### src/rtl/msi_ctrl_pkg.sv
package msi_ctrl_pkg;

    typedef enum logic [1:0] {
        LN_INV = 2'd0,
        LN_SHR = 2'd1,
        LN_MOD = 2'd2
    } line_state_e;

    typedef enum logic [1:0] {
        BUS_NONE    = 2'd0,
        BUS_RDMISS  = 2'd1,
        BUS_WRMISS  = 2'd2,
        BUS_UPGRADE = 2'd3
    } bus_msg_e;

endpackage

### src/rtl/msi_line_fsm.sv
module msi_line_fsm
    import msi_ctrl_pkg::*;
#(
    parameter int TAG_W = 4
) (
    input  logic              clk,
    input  logic              rst_n,
    input  logic              snp_sel,
    input  bus_msg_e          snp_msg,
    input  logic [TAG_W-1:0]  snp_tag,
    input  logic              cpu_sel,
    input  logic              cpu_we,
    input  logic [TAG_W-1:0]  cpu_tag,
    output line_state_e       snp_result,
    output logic              snp_flush,
    output line_state_e       cpu_result,
    output bus_msg_e          cpu_msg,
    output logic              cpu_hit,
    output logic              cpu_evict,
    output logic [TAG_W-1:0]  victim_tag
);

    line_state_e      state_q, mid_state, next_state;
    logic [TAG_W-1:0] tag_q, next_tag;
    logic             snp_match, cpu_match;

    // state register
    always_ff @(posedge clk) begin
        if (!rst_n) begin
            state_q <= LN_INV;
            tag_q   <= '0;
        end else begin
            state_q <= next_state;
            tag_q   <= next_tag;
        end
    end

    // snoop stage: acts on the stored state before the processor stage
    assign snp_match = snp_sel && (snp_msg != BUS_NONE) &&
                       (state_q != LN_INV) && (tag_q == snp_tag);

    always_comb begin
        mid_state = state_q;
        snp_flush = 1'b0;
        if (snp_match) begin
            unique case (state_q)
                LN_SHR: mid_state = (snp_msg == BUS_RDMISS) ? LN_SHR : LN_INV;
                LN_MOD: begin
                    snp_flush = 1'b1;
                    mid_state = (snp_msg == BUS_RDMISS) ? LN_SHR : LN_INV;
                end
                default: mid_state = state_q;
            endcase
        end
        snp_result = snp_match ? mid_state : LN_INV;
    end

    // processor stage: judged against the post-snoop state
    assign cpu_match = (mid_state != LN_INV) && (tag_q == cpu_tag);

    always_comb begin
        next_state = mid_state;
        next_tag   = tag_q;
        cpu_msg    = BUS_NONE;
        cpu_hit    = 1'b0;
        cpu_evict  = 1'b0;
        if (cpu_sel) begin
            if (cpu_match) begin
                unique case (mid_state)
                    LN_SHR: begin
                        if (cpu_we) begin
                            cpu_msg    = BUS_UPGRADE;
                            next_state = LN_MOD;
                        end else begin
                            cpu_hit = 1'b1;
                        end
                    end
                    LN_MOD:  cpu_hit = 1'b1;
                    default: cpu_hit = 1'b0;
                endcase
            end else begin
                cpu_evict  = (mid_state == LN_MOD);
                cpu_msg    = cpu_we ? BUS_WRMISS : BUS_RDMISS;
                next_state = cpu_we ? LN_MOD : LN_SHR;
                next_tag   = cpu_tag;
            end
        end
        cpu_result = next_state;
    end

    assign victim_tag = tag_q;

endmodule

### src/rtl/msi_snoop_ctrl.sv
module msi_snoop_ctrl
    import msi_ctrl_pkg::*;
#(
    parameter int ADDR_W = 6,
    parameter int IDX_W  = 2
) (
    input  logic              clk,
    input  logic              rst_n,
    input  logic              cpu_req,
    input  logic              cpu_we,
    input  logic [ADDR_W-1:0] cpu_addr,
    input  logic [1:0]        snp_op,
    input  logic [ADDR_W-1:0] snp_addr,
    output logic [1:0]        bus_op,
    output logic [ADDR_W-1:0] bus_addr,
    output logic              cpu_hit,
    output logic [1:0]        cpu_state,
    output logic [1:0]        snp_state,
    output logic              flush,
    output logic [ADDR_W-1:0] flush_addr,
    output logic              evict,
    output logic [ADDR_W-1:0] evict_addr
);

    localparam int LINES = 1 << IDX_W;
    localparam int TAG_W = ADDR_W - IDX_W;

    logic [IDX_W-1:0] cpu_idx, snp_idx;
    logic [TAG_W-1:0] cpu_tag, snp_tag;
    bus_msg_e         snp_msg;

    assign cpu_idx = cpu_addr[IDX_W-1:0];
    assign cpu_tag = cpu_addr[ADDR_W-1:IDX_W];
    assign snp_idx = snp_addr[IDX_W-1:0];
    assign snp_tag = snp_addr[ADDR_W-1:IDX_W];
    assign snp_msg = bus_msg_e'(snp_op);

    line_state_e      ln_snp_res [LINES];
    logic             ln_flush   [LINES];
    line_state_e      ln_cpu_res [LINES];
    bus_msg_e         ln_msg     [LINES];
    logic             ln_hit     [LINES];
    logic             ln_evict   [LINES];
    logic [TAG_W-1:0] ln_victim  [LINES];

    for (genvar gi = 0; gi < LINES; gi++) begin : g_line
        msi_line_fsm #(.TAG_W(TAG_W)) u_line (
            .clk        (clk),
            .rst_n      (rst_n),
            .snp_sel    (snp_idx == IDX_W'(gi)),
            .snp_msg    (snp_msg),
            .snp_tag    (snp_tag),
            .cpu_sel    (cpu_req && (cpu_idx == IDX_W'(gi))),
            .cpu_we     (cpu_we),
            .cpu_tag    (cpu_tag),
            .snp_result (ln_snp_res[gi]),
            .snp_flush  (ln_flush[gi]),
            .cpu_result (ln_cpu_res[gi]),
            .cpu_msg    (ln_msg[gi]),
            .cpu_hit    (ln_hit[gi]),
            .cpu_evict  (ln_evict[gi]),
            .victim_tag (ln_victim[gi])
        );
    end

    bus_msg_e    sel_msg;
    line_state_e sel_cpu_res, sel_snp_res;
    logic        sel_hit, sel_evict, sel_flush;

    assign sel_msg     = cpu_req ? ln_msg[cpu_idx] : BUS_NONE;
    assign sel_cpu_res = cpu_req ? ln_cpu_res[cpu_idx] : LN_INV;
    assign sel_hit     = cpu_req && ln_hit[cpu_idx];
    assign sel_evict   = cpu_req && ln_evict[cpu_idx];
    assign sel_flush   = ln_flush[snp_idx];
    assign sel_snp_res = ln_snp_res[snp_idx];

    // registered outputs
    always_ff @(posedge clk) begin
        if (!rst_n) begin
            bus_op     <= 2'd0;
            bus_addr   <= '0;
            cpu_hit    <= 1'b0;
            cpu_state  <= 2'd0;
            snp_state  <= 2'd0;
            flush      <= 1'b0;
            flush_addr <= '0;
            evict      <= 1'b0;
            evict_addr <= '0;
        end else begin
            bus_op     <= sel_msg;
            bus_addr   <= (sel_msg != BUS_NONE) ? cpu_addr : '0;
            cpu_hit    <= sel_hit;
            cpu_state  <= sel_cpu_res;
            snp_state  <= sel_snp_res;
            flush      <= sel_flush;
            flush_addr <= sel_flush ? snp_addr : '0;
            evict      <= sel_evict;
            evict_addr <= sel_evict ? {ln_victim[cpu_idx], cpu_idx} : '0;
        end
    end

endmodule

### config.mk
export PLATFORM = sky130hd
export DESIGN_NAME = msi_snoop_ctrl
export DESIGN_NICKNAME = d
export VERILOG_FILES = /design/src/rtl/msi_ctrl_pkg.sv /design/src/rtl/msi_line_fsm.sv /design/src/rtl/msi_snoop_ctrl.sv
export SDC_FILE = /design/constraint.sdc
export NUM_CORES = 1
export LEC_CHECK = 0
export BUFFER_PORTS_ARGS = -buffer_cell sky130_fd_sc_hd__clkbuf_2
export CELL_PAD_IN_SITES_DETAIL_PLACEMENT = 1
export CELL_PAD_IN_SITES_GLOBAL_PLACEMENT = 1
export CORE_MARGIN = 3
export CORE_UTILIZATION = 44
export DETAILED_ROUTE_END_ITERATION = 10
export PLACE_DENSITY_LB_ADDON = 0.05
export SYNTH_ARGS = -nofsm -noshare
export SYNTH_HDL_FRONTEND = slang
export SYNTH_SLANG_ARGS = --single-unit
### constraint.sdc
create_clock -name clk -period 3.99 [get_ports clk]
set_input_delay 0.798 -clock clk [delete_from_list [all_inputs] [get_ports clk]]
set_output_delay 0.798 -clock clk [all_outputs]
set_load 0.03 [all_outputs]
## Word level (Yosys, flattened, before mapping)

Index checks and enable logic that the tools add are counted.

- Word-level logic and storage cells: 196
- Register bits after elaboration: 51
- Input bits: 18
- Output and inout port bits: 27

- Reductions and logical operators: 46
- Magnitude comparators: 2
- Mux-type cells: 94
- Bitwise operators: 6
- Eq/ne operators: 31

Operators with widths:

| operator | count |
|---|---|
| $mux 2 | 49 |
| $eq 4x4->1 | 8 |
| $mux 1 | 32 |
| $eq 2x2->1 const B | 12 |
| $eq 2x1->1 const B | 11 |
| $logic_and 1x1->1 | 22 |
| $reduce_bool 2->1 | 10 |
| $reduce_and 2->1 | 8 |
| $bmux 2 s2 | 3 |
| $bmux 4 s2 | 1 |
| $mux 4 | 2 |
| $pmux 1 s2 | 4 |
| $reduce_or 2->1 | 4 |
| $bmux 1 s2 | 3 |
| $ge 3x3->1 const B | 2 |
| $not 2->3 | 2 |
| $logic_not 2->1 | 2 |
| $not 1->1 | 4 |

## Logic depth before layout (Yosys ltp)

Gate-level depths: netlist of run 1.

- Depth after elaboration: 15
- Mapped depth: 15
- Mapped depth without buffers: 14

## Modules after synthesis

A second synthesis of run 1 with hierarchy kept.

- Cells, all modules: 354
- Area, all modules: 3375.7 um^2

By module, submodules not included:

| module | cells an instance | area each (um^2) | times used | sequential area each (um^2) |
|---|---|---|---|---|
| msi_snoop_ctrl | 84 | 1132.3 | 1 | 540.5 |
| msi_line_fsm (g_line[0].u_line ...) | 69 | 550.5 | 2 | 120.1 |
| msi_line_fsm (g_line[3].u_line) | 66 | 573.0 | 1 | 120.1 |
| msi_line_fsm (g_line[2].u_line) | 66 | 569.3 | 1 | 120.1 |

## Worst setup path before layout of run 1

OpenSTA, ideal clock, no wires.

- Kind: input port to flip-flop
- Start point: in snp_addr[3]
- End point: reg cpu_state[1]
- Cell stages on the path: 12
- Path buffers: 1
- Library setup time: 0.134 ns
- Slack: 0.581 ns
- Data arrival time: 3.274 ns
- Data required time: 3.856 ns
- Path through: buf_6 xnor2_1 nand4_1 nor4_4 nand2_2 mux2_4 ha_1 nor4_1 nor3_1 o21bai_1 a2111oi_0 a21oi_1

- Word-level cells in the longest chain between the ends: 10
- Elaborated cells between the ends (all ways): 43

RTL lines:

| what | RTL line | source |
|---|---|---|
| start, declared | msi_snoop_ctrl.sv:13 | `input logic [ADDR_W-1:0] snp_addr,` |
| $eq 4x4->1 | msi_line_fsm.sv:40 | `(state_q != LN_INV) && (tag_q == snp_tag);` |
| $logic_and 1x1->1 | msi_line_fsm.sv:40 |  |
| $mux 2 | msi_line_fsm.sv:45 | `if (snp_match) begin` |
| $eq 2x1->1, or another cell as far along | msi_line_fsm.sv:69 | `unique case (mid_state)` |
| $mux 2 / $logic_and 1x1->1 (equally long branches) | msi_line_fsm.sv:69, msi_line_fsm.sv:59 |  |
| $mux 2 | msi_line_fsm.sv:68 | `if (cpu_match) begin` |
| $mux 2 | msi_line_fsm.sv:67 | `if (cpu_sel) begin` |
| $bmux 2 s2 * | msi_snoop_ctrl.sv:71 | `assign sel_cpu_res = cpu_req ? ln_cpu_res[cpu_idx] : LN_INV;` |
| $mux 2 (not written as such) * (2 in a row) | msi_snoop_ctrl.sv:71 |  |
| end signal, assigned | msi_snoop_ctrl.sv:93 | `cpu_state <= sel_cpu_res;` |
| end, declared | msi_snoop_ctrl.sv:17 | `output logic [1:0] cpu_state,` |

Mark *: on every way between the ends. The rest lies on a longest branch, timed or not. The select of a mux whose other input is x is not followed.
A chain may end at the register's enable or synchronous reset.

## Worst setup path after layout of run 1

- Start point: in snp_addr[2]
- End point: reg cpu_state[1]

The elaborated chain is that of the path after synthesis.

==> impl_results.md, run 1 <==
- CP startpoint: snp_addr[2]
- Row Count: 30
- WL per Instance: 18.0 µm
- TritonCTS Buffers: 5
- Seq. cell area: 1020 µm²
- Kind of cell adding the most delay to the critical path: simple AND/OR/NAND/NOR gates
- XOR/XNOR share of the synthesized area: 0.0892
- Post-synth ARST share: 0
- Distinct cells, synth: 55
- Status: finished, final reports clean
- Crit-path max FO: 5
- R2R setup slack: 0.51 ns
- Die Area: 8390 µm²
- Rel. slew slack: 0.565
- Multi-input gate area: 2000 µm²
- Hold Vio Cnt, Final: 0
- FF-to-FF path depth: 13
- CP Capture Type: register
- Mux contribution to synthesized area: 0.0931
- Pwr/cell area: 294 nW/µm²
- Area grow syn2layout: 12.5%
- Compound-cell area share of the yosys netlist: 0.125
- Final Slew Violations: 0
- WL final: 9100 µm
- Post-CTS sizing: 0
- Clk_lat worst skew: 0.31 ns
- Post-route ant nets: 0
- H-tree depth: 2
- Hold/Removal Path Class: reg2reg
- Vias/cell: 5.53
- Post-synthesis simple-gate area fraction: 0.220
- Leak: 1.54 nW
- Worst path required time: 4.18 ns
- Critical path depth in cells: 12
- Cell Area, Synth: 3230 µm²
- Clk_skew: 0.00967 ns
- DRC viols: 0
- Setup ws final: 0.404 ns
- Worst Setup Start Kind: input port
- 1st-iter DRT viols: 128
- Setup violators final: 0
- Largest net degree at the start of global routing: 21
- Global Route Usage Sum: 0.228
- Share of layout cells above drive strength 1: 0.200
- Die height: 91.6 µm
- IO Pins: 45
- Sequential element share of the synthesized area: 0.317
- Hold_buf cts: 0
- CTS tree: done
- Unrepaired setup endpoints after global routing: no
- Finished Core Util: 0.522
- Vias in the first global route: 2942
- Vias: 2792
- Final nets: 450
- Clock slew at reported path FFs: 0.10 ns
- Crit Path Class: in2reg
- Post-place setup slack: 0.129 ns
- Reg-to-reg startpoint: g_line[2].u_line.state_q[0]
- Syn Area/Cell: 8.79 µm²
- Detail Placement HPWL: 7200 µm
- Setup TNS: 0 ns
- EDFF count, synth: 0
- Non-filler cells, final: 505
- Dominant synthesized flop cell: dfxtp_1
- CP Buf/Inv Count: 1
- Post-route minimum period: 3.59 ns
- Antenna violations before repair: 0
- Core area: 6940 µm²
- Worst Setup EP: cpu_state[1]
- Filler cells: 829
- Max-cap violations: 0
- Worst R2R End: cpu_state[1]
- Routability cong.: 0.850
- Synth Area in Adders: 0.0931
- Final worst-path cycle share: 0.899
- First-pass GRT wire length: 15200 µm
- Peak supply drop: 0.000148 V
- Slowest cell on crit path: nor4_1
- Post-CTS Setup Bufs: 0
- Synth warn: 0
- Cell count after synthesis: 367
- Syn_nets: 409
- Yosys reg bits: 51
- Starting Density: 0.465
- Largest family of logic cells by synthesized area: simple AND/OR/NAND/NOR gates
- Port-buffer cells: 44
- Inst Count DP: 497
- Die width: 91.6 µm
- Slew @ Worst Pin: 0.650 ns
- Antenna cells: 0
- Critical path arrival: 3.77 ns
- CP Cell Sequence: clkbuf_2 > xnor2_1 > nand4_1 > nor4_4 > nand2_2 > mux2_4 > ha_1 > nor4_1 > nor3_1 > o21bai_1 > a2111oi_0 > a21oi_1
- Clk root buf: clkbuf_8
- Clock Sinks: 51
- Fmax: 279 MHz
- DRT Pass-1 Iters: 6
- Overflow after GRT: 0
- CP peak stage delay: 0.48 ns
- Bufs on Longest Clock Path: 2
## cell type report
type / count / area share
Inverter: 20 / 0.0207
Timing Repair Buffer: 56 / 0.0855
Sequential cell: 51 / 0.281
Clock inverter: 2 / 0.00448
Multi-Input combinational cell: 274 / 0.552
Tap cell: 96 / 0.0331
Clock buffer: 6 / 0.0228
## kinds of logic (layout without fill, tap and decap cells)
| group | after synthesis | after routing |
|---|---|---|
| muxes | 23 | 23 |
| and+or+nand+nor | 134 | 134 |
| xor gates and xnor gates | 32 | 32 |
| adders and majority gates | 24 | 24 |
| buffers and inverters | 42 | 84 |
| AOI/OAI and AO/OA | 61 | 61 |
| DFF | 51 | 51 |
## layout by cell type, fill, tap and decap left out, types with 14 or more instances in the layout
cell,count
a21oi_1,23
clkbuf_2,44
dfxtp_1,51
ha_1,24
inv_1,19
mux2i_1,15
nand2_1,23
nand3_1,14
nor2_1,32
xnor2_1,22
## how the worst min path moves through the flow
stage	start	slack, ns	cells after the start	to
CTS	g_line[1].u_line.victim_tag[2]	0.57	2	g_line[1].u_line.victim_tag[2]
global placement	g_line[1].u_line.victim_tag[3]	0.54	2	g_line[1].u_line.victim_tag[3]
global route	g_line[1].u_line.victim_tag[2]	0.60	2	g_line[1].u_line.victim_tag[2]
finish	g_line[1].u_line.victim_tag[3]	0.56	2	g_line[1].u_line.victim_tag[3]
floorplan	g_line[1].u_line.victim_tag[1]	0.48	2	g_line[1].u_line.victim_tag[1]
detailed placement	g_line[1].u_line.victim_tag[2]	0.55	2	g_line[1].u_line.victim_tag[2]
## power breakdown
group,leakage [nW],switching (mW),total [mW],internal (mW)
Clock,0.0474,0.182,0.324,0.142
Combinational,1.08,0.130,0.205,0.0748
Sequential,0.414,0.0137,0.538,0.525
## cells in the mapped netlist (11+ instances only)
library cell	number	area [µm²]
ha_1	24	300
nor3_1	12	60.1
inv_1	19	71.3
and2_1	12	75.1
dfxtp_1	51	1020
mux2i_1	15	150
nand2_1	23	86.3
clkbuf_1	11	41.3
a21oi_1	23	115
nand3_1	14	70.1
nor2_1	32	120
xnor2_1	22	193
## metrics by stage
stage / cell area (µm²) / hold WS (ns) / power (mW)
2_1_floorplan: 3230 / 0.482 / 0.693
3_3_place_gp: 3530 / 0.542 / 0.749
3_5_place_dp: 3530 / 0.552 / 0.753
4_1_cts: 3630 / 0.565 / 1.08
5_1_grt: 3630 / 0.597 / 1.12
6_report: 3630 / 0.558 / 1.07
## tightest hold or removal path, delay by kind of cell (launching register included)
kind | cells | cell delay [ns]
AND/OR/NAND/NOR | 1 | 0.08
AO/OA/AOI/OAI | 1 | 0.06
flip-flops | 1 | 0.38
## layer usage
metal | wire (µm) | part of all wire | vias to the layer above | global-route usage
met2 | 4410 | 0.48 | 69 | 0.377
met5 | 0 | 0 | - | 0
met4 | 110 | 0.012 | 0 | 0.0678
li1 | - | - | 1351 | -
met1 | 4210 | 0.46 | 1360 | 0.304
met3 | 373 | 0.041 | 12 | 0.0377
## state kept, by name (all words and copies together), names as in the netlist
signal and count:
evict_addr 6, bus_op 2, g_line.u_line.victim_tag 16, flush_addr 6, flush 1, g_line.u_line.state_q 8
evict 1, snp_state 2, cpu_state 2, cpu_hit 1, bus_addr 6
Note: power is estimated with default switching activity, not from simulation.
==> run 2: changes to the inputs <==
--- a/config.mk
+++ b/config.mk
@@ -5,11 +5,12 @@
 export SDC_FILE = /design/constraint.sdc
 export NUM_CORES = 1
 export LEC_CHECK = 0
+export ABC_AREA = 1
 export BUFFER_PORTS_ARGS = -buffer_cell sky130_fd_sc_hd__clkbuf_2
 export CELL_PAD_IN_SITES_DETAIL_PLACEMENT = 1
 export CELL_PAD_IN_SITES_GLOBAL_PLACEMENT = 1
 export CORE_MARGIN = 3
-export CORE_UTILIZATION = 44
+export CORE_UTILIZATION = 41
 export DETAILED_ROUTE_END_ITERATION = 10
 export PLACE_DENSITY_LB_ADDON = 0.05
 export SYNTH_ARGS = -nofsm -noshare
==> impl_results.md, run 2 <==
- CTS tree: done
- Largest net degree at the start of global routing: 20 (-4.8%)
- Hold_buf cts: 0 (unchanged)
- WL per Instance: 17.4 µm (-3.6%)
- IO Pins: 45 (unchanged)
- Setup ws final: 0.941 ns (+0.537 ns)
- Clk_skew: 0.00921 ns (-0.000466 ns)
- Row Count: 32 (+6.7%)
- Detail Placement HPWL: 9320 µm (+29%)
- Overflow after GRT: 0 (unchanged)
- Starting Density: 0.429 (-0.0353)
- Post-CTS Setup Bufs: 0 (unchanged)
- Vias: 3430 (+23%)
- Post-synth top cells: nand2_1 (153), dfxtp_1 (51), inv_1 (51)
- Area share of the largest cell type after synthesis: 0.303 (-0.0134)
- Rel. slew slack: 0.671 (+0.106)
- Post-CTS sizing: 0 (unchanged)
- Cell mode on critical path: inv_1
- Pwr/cell area: 310 nW/µm² (+5.4%)
- Hold/Removal Path Class: reg2reg
- Max reg flops: 16 (unchanged)
- Finished Core Util: 0.482 (-0.0402)
- Post-route ant nets: 0 (unchanged)
- Most frequent cells in the layout: nand2_1 (153), inv_1 (51), dfxtp_1 (51)
- Cell Area, Synth: 3370 µm² (+4.4%)
- Bufs on Longest Clock Path: 2 (unchanged)
- DRC viols: 0 (unchanged)
- Syn Area/Cell: 6.64 µm² (-24%)
- Compound-cell area share of the yosys netlist: 0.119 (-0.00605)
- Max-cap violations: 0 (unchanged)
- Commonest non-fill, non-tap cell in the layout: nand2_1
- Most common cell in the netlist: nand2_1
- Distinct cells, synth: 31 (-44%)
- Post-place setup slack: 0.702 ns (+0.573 ns)
- XOR/XNOR share of the synthesized area: 0 (-0.0892)
- Critical path arrival: 3.28 ns (-0.49 ns)
- Die height: 96.6 µm (+5.5%)
- Slew @ Worst Pin: 0.492 ns (-0.158 ns)
- Routability cong.: 0.945 (+11%)
- Final Total Pwr: 1.17 mW (+10%)
- Leak: 1.86 nW (+21%)
- Core area: 7850 µm² (+13%)
- Clock slew at reported path FFs: 0.10 ns (about the same)
- TritonCTS Buffers: 5 (unchanged)
- Worst Hold End: g_line[2].u_line.victim_tag[3]
- Final worst-path cycle share: 0.764 (-0.135)
- Worst R2R End: evict_addr[0]
- Crit-path max FO: 9 (+4)
- Synth warn: 0 (unchanged)
- Global Route Usage Sum: 0.244 (+0.0160)
- Syn_nets: 549 (+34%)
- Die width: 96.6 µm (+5.5%)
- CP peak stage delay: 0.47 ns (about the same)
- Worst Setup Start Kind: register
- R2R setup slack: 0.94 ns (+0.43 ns)
- Yosys reg bits: 51 (unchanged)
- Final Slew Violations: 0 (unchanged)
- Clk_lat worst skew: 0.31 ns (about the same)
- Worst path required time: 4.22 ns (+0.04 ns)
- First-pass GRT wire length: 18300 µm (+20%)
- Hold Path Depth: 2 (unchanged)
- Fin Hold WS: 0.563 ns (+0.00474 ns)
- Post-synthesis simple-gate area fraction: 0.386 (+0.166)
- 1st-iter DRT viols: 214 (+67%)
- Multi-input gate area: 2000 µm² (unchanged)
- Sequential element share of the synthesized area: 0.303 (-0.0134)
- DRT Pass-1 Iters: 5 (-1)
- CP Capture Type: register
- Antenna cells: 0 (unchanged)
- Mux contribution to synthesized area: 0 (-0.0931)
- Peak supply drop: 0.000195 V (+32%)
- Vias/cell: 5.24 (-5.1%)
- Unrepaired setup endpoints after global routing: no
- Hold wc startpoint: g_line[2].u_line.victim_tag[3]
- Kind of cell adding the most delay to the critical path: simple AND/OR/NAND/NOR gates
- FF-to-FF path depth: 18 (+5)
- Reg-to-reg startpoint: g_line[3].u_line.state_q[0]
- Setup violators final: 0 (unchanged)
- Port-buffer cells: 44 (unchanged)
- Clock Sinks: 51 (unchanged)
- Seq. cell area: 1020 µm² (unchanged)
- Vias in the first global route: 3499 (+19%)
- H-tree depth: 2 (unchanged)
- Dominant synthesized flop cell: dfxtp_1
- Cell count after synthesis: 507 (+38%)
- Largest family of logic cells by synthesized area: simple AND/OR/NAND/NOR gates
- CP Buf/Inv Count: 4 (+3)
- Synth area leaders: dfxtp_1 (30%), nand2_1 (17%), ha_1 (8.9%), inv_1 (5.7%), nor2_1 (4.7%)
- Crit Path Class: reg2reg
- Post-synth ARST share: 0 (unchanged)
- EDFF count, synth: 0 (unchanged)
- Post-route minimum period: 3.05 ns (-0.537 ns)
- Hold Vio Cnt, Final: 0 (unchanged)
- Antenna violations before repair: 0 (unchanged)
- CP Cell Sequence: inv_1 > ha_1 > inv_1 > nand3_1 > nor2_1 > nand3_1 > nand2_1 > nand2_1 > inv_1 > ha_1 > inv_1 > o21ai_1 > nor2_2 > nand3_2 > nand2_2 > o21ai_1 > nand3_2 > nor3_2
- Setup TNS: 0 ns (unchanged)
- Share of layout cells above drive strength 1: 0.228 (+0.0278)
- Status: finished, final reports clean
- Filler cells: 1095 (+32%)
- Fmax: 328 MHz (+18%)
- Clk root buf: clkbuf_8
- Slowest cell on crit path: dfxtp_1
- Synth Area in Adders: 0.0892 (-0.00394)
- Post-synth top area cell: dfxtp_1
- Die Area: 9340 µm² (+11%)
- Area grow syn2layout: 12.3%
- WL final: 11400 µm (+25%)
- Final nets: 593 (+32%)
## run 2: changes by cell type after synthesis, moves of 10 or more
cell / before / now
xnor2_1: 22 / 0
nor3_1: 12 / 2
nand4_1: 2 / 15
inv_1: 19 / 51
mux2i_1: 15 / 0
and2_1: 12 / 0
nand2_1: 23 / 153
nor2_1: 32 / 42
inv_2: 1 / 22
nor2_2: 1 / 18
## run 2: through the flow
step | instances | instance area (µm²)
6_report | 654 | 3780
4_1_cts | 654 | 3780
3_3_place_gp | 646 | 3670
5_1_grt | 654 | 3780
2_1_floorplan | 507 | 3370
3_5_place_dp | 646 | 3670
## run 2: worst reg2reg max path: cells and delay by family, from the launching register on
| kind | cells | cell delay, ns |
|---|---|---|
| AO/OA/AOI/OAI | 2 | 0.32 |
| buffers and inverters | 4 | 0.34 |
| adder cells (fa/ha/maj) | 2 | 0.36 |
| AND/OR/NAND/NOR | 10 | 1.48 |
| flip-flops | 1 | 0.47 |
## run 2: layer usage
layer	track usage	wire [µm]	vias up
met5	0	0	-
met1	0.329	5240	1647
met2	0.423	5650	70
met3	0.0252	367	8
met4	0.0464	107	0
li1	-	-	1705
## run 2: cells by family after synthesis
| logic type | Yosys count |
|---|---|
| compound gates | 69 |
| fa+ha+maj | 24 |
| buf+inv | 84 |
| flops | 51 |
| simple gates | 279 |
## run 2: how the worst max path moves through the flow
stage,start,endpoint,slack (ns),cells past startpoint
global placement,snp_addr[5],cpu_state[0],0.78,20
detailed placement,snp_addr[3],cpu_state[0],0.70,21
CTS,g_line[3].u_line.state_q[0],evict_addr[0],0.96,18
global route,g_line[3].u_line.state_q[0],evict_addr[0],0.69,18
finish,g_line[3].u_line.state_q[0],evict_addr[0],0.94,18
floorplan,snp_op[1],bus_addr[0],1.38,16
## run 2: where the power goes
part | internal, mW | switching (mW)
registers | 0.528 | 0.0161
clock network | 0.189 | 0.189
logic | 0.0703 | 0.181
total | 0.788 | 0.386
## run 2: final cells by class
class,instances,share of cell area
clock buffers,5,0.0182
multi-input cells,372,0.529
flip-flops and latches,51,0.270
inverters,76,0.0767
well taps,102,0.0337
repair buffers,45,0.0602
clock inverters,3,0.0122
==> run 3: changes to the inputs <==
--- a/config.mk
+++ b/config.mk
@@ -10,7 +10,7 @@
 export CELL_PAD_IN_SITES_DETAIL_PLACEMENT = 1
 export CELL_PAD_IN_SITES_GLOBAL_PLACEMENT = 1
 export CORE_MARGIN = 3
-export CORE_UTILIZATION = 41
+export CORE_UTILIZATION = 37
 export DETAILED_ROUTE_END_ITERATION = 10
 export PLACE_DENSITY_LB_ADDON = 0.05
 export SYNTH_ARGS = -nofsm -noshare
==> constraint.sdc (replaced) <==
create_clock -name clk -period 2.6 [get_ports clk]
set_input_delay 0.52 -clock clk [delete_from_list [all_inputs] [get_ports clk]]
set_output_delay 0.52 -clock clk [all_outputs]
set_load 0.03 [all_outputs]
==> impl_results.md, run 3 (synthesized netlist as in run 2, its figures left out) <==
- Crit-path max FO: 6 (-3)
- Critical path arrival: 2.79 ns (-0.49 ns)
- Reg-to-reg startpoint: g_line[1].u_line.state_q[0]
- Finished Core Util: 0.550 (+0.0683)
- Fmax: 387 MHz (+18%)
- Peak supply drop: 0.000219 V (+13%)
- Clock power share: 0.311 (-0.012)
- Crit Path Class: reg2reg
- H-tree depth: 2 (unchanged)
- Cell mode on critical path: nand2_1
- Slew @ Worst Pin: 0.479 ns (-0.0139 ns)
- CP Buf/Inv Count: 3 (-1)
- Clock slew at reported path FFs: 0.10 ns (about the same)
- Final Slew Violations: 0 (unchanged)
- Hold Path Depth: 2 (unchanged)
- WL per Instance: 17.9 µm (+2.8%)
- Non-filler cells, final: 757 (+16%)
- Die height: 101 µm (+4.9%)
- Leak: 2.34 nW (+26%)
- DRT Pass-1 Iters: 4 (-1)
- Row Count: 34 (+6.3%)
- Vias: 3931 (+15%)
- Post-place setup slack: -0.396 ns (-1.10 ns)
- Critical path depth in cells: 18 (unchanged)
- Share of power burned in registers: 0.423 (-0.041)
- Post-route minimum period: 2.59 ns (-0.463 ns)
- Clk_skew: 0.0179 ns (+0.00867 ns)
- TritonCTS Buffers: 5 (unchanged)
- CTS tree: done
- Commonest non-fill, non-tap cell in the layout: nand2_1
- Sw frac: 0.333 (+0.00356)
- Vias in the first global route: 3808 (+8.8%)
- Most frequent cells in the layout: nand2_1 (135), buf_4 (99), clkbuf_2 (43)
- DRC viols: 0 (unchanged)
- Unrepaired setup endpoints after global routing: yes
- Die Area: 10300 µm² (+10%)
- Clock Sinks: 51 (unchanged)
- Worst Setup Start Kind: register
- Fin Hold WS: 0.502 ns (-0.0610 ns)
- P_sw: 0.653 mW (+69%)
- Die width: 101 µm (+4.9%)
- Setup ws final: 0.0137 ns (-0.927 ns)
- Max reg flops: 16 (unchanged)
- Port-buffer cells: 44 (unchanged)
- WL final: 13500 µm (+19%)
- Area grow syn2layout: 43.2%
- CP peak stage delay: 0.36 ns (-0.11 ns)
- 1st-iter DRT viols: 118 (-45%)
- Pwr/cell area: 407 nW/µm² (+31%)
- Max-cap violations: 0 (unchanged)
- Vias/cell: 5.19 (-0.99%)
- Rel. slew slack: 0.681 (+0.00925)
- Clk root buf: clkbuf_8
- Inst Count DP: 724 (+12%)
- Filler cells: 1152 (+5.2%)
- Share of layout cells above drive strength 1: 0.455 (+0.226)
- First-pass GRT wire length: 19900 µm (+8.3%)
- CP startpoint: g_line[1].u_line.state_q[0]
- Status: finished, final reports clean
- Final worst-path cycle share: 0.995 (+0.231)
- Final Total Pwr: 1.96 mW (+67%)
- Global Route Usage Sum: 0.251 (+0.00711)
- P_int: 1.31 mW (+66%)
- Post-route ant nets: 0 (unchanged)
- Starting Density: 0.384 (-0.0449)
- Clk_lat worst skew: 0.32 ns (about the same)
- Kind of cell adding the most delay to the critical path: simple AND/OR/NAND/NOR gates
- Antenna violations before repair: 0 (unchanged)
- Combinational share of power: 0.266 (+0.052)
- Bufs on Longest Clock Path: 2 (unchanged)
- Final nets: 690 (+16%)
- Routability cong.: 0.938 (-0.71%)
- FF-to-FF path depth: 18 (unchanged)
- Core area: 8760 µm² (+12%)
- CP Cell Sequence: inv_1 > ha_1 > inv_1 > nand2_1 > a21oi_4 > nand3_2 > nand2_1 > nand2_2 > buf_4 > ha_1 > nand2_2 > nand4_1 > nand2_1 > nand2_1 > nand2_2 > nor2_4 > nor2_4 > nor2_2
- IO Pins: 45 (unchanged)
- Worst path required time: 2.80 ns (-1.42 ns)
- Setup violators final: 0 (unchanged)
- Largest net degree at the start of global routing: 20 (unchanged)
- Hold Vio Cnt, Final: 0 (unchanged)
- Hold/Removal Path Class: reg2reg
- Detail Placement HPWL: 9940 µm (+6.7%)
- Hold wc startpoint: g_line[2].u_line.victim_tag[3]
- CP Capture Type: register
- Slowest cell on crit path: dfxtp_2
- Overflow after GRT: 0 (unchanged)
- Antenna cells: 0 (unchanged)
-- run 3: cell types whose count changed in the layout (fill, tap and decap cells not counted), moves of 7 or more --
cell     delta
inv_1      -14
nand2_1    -18
ha_1        -7
dfxtp_1    -12
nand2_2    +16
nand3_1     -9
buf_4      +98
dfxtp_2    +11
inv_2      +13
-- run 3: worst paths after layout --
| check | slack (ns) | end |
|---|---|---|
| setup / recovery | 0.01 | bus_addr[4] |
| hold / removal | 0.50 | g_line[2].u_line.victim_tag[3] |
| hold reg to reg | 0.50 | g_line[2].u_line.victim_tag[3] |
| setup reg to reg | 0.01 | bus_addr[4] |
-- run 3: tightest hold or removal path, delay by kind of cell, from the launching register on --
kind	cells	cell delay [ns]
compound gates	1	0.05
buf+inv	1	0.07
flops	1	0.33
-- run 3: what timing repair did --
| action | 4_1_cts | 5_1_grt |
|---|---|---|
| setup buffers | 11 | 15 |
| pin swaps | 12 | 38 |
| gates resized for setup | 16 | 77 |
| endpoints found under the setup margin | 23 | 39 |
| hold buffers | 0 | 0 |
-- run 3: layout make-up --
type | count | area, µm² | area share
multi-input cells | 372 | 2280 | 0.473
repair buffers | 142 | 958 | 0.199
flip-flops and latches | 51 | 1040 | 0.215
clock buffers | 6 | 82.6 | 0.0171
inverters | 76 | 293 | 0.0607
clock inverters | 2 | 35.0 | 0.00726
well taps | 108 | 135 | 0.0280
-- run 3: power groups by stage --
stage | clock (mW) | sequential [mW] | combinational [mW]
2_1_floorplan | 0 | 0.867 | 0.246
3_3_place_gp | 0 | 0.846 | 0.439
3_5_place_dp | 0 | 0.847 | 0.454
4_1_cts | 0.623 | 0.829 | 0.465
5_1_grt | 0.658 | 0.834 | 0.573
6_report | 0.610 | 0.831 | 0.523
-- run 3: layer usage --
layer  part of all wire  global-route usage  vias to the layer above
met4              0.027              0.0675                        0
li1                   -                   -                     1897
met5                  0                   0                        -
met2               0.50               0.439                       99
met1               0.42               0.325                     1906
met3              0.046              0.0303                       29
-- run 3: stage by stage --
step                setup TNS [ns]  area (µm²)
global placement             -5.24        4220
CTS                              0        4460
detailed placement           -7.57        4220
floorplan                        0        3370
global route                 -1.40        4820
finish                           0        4820
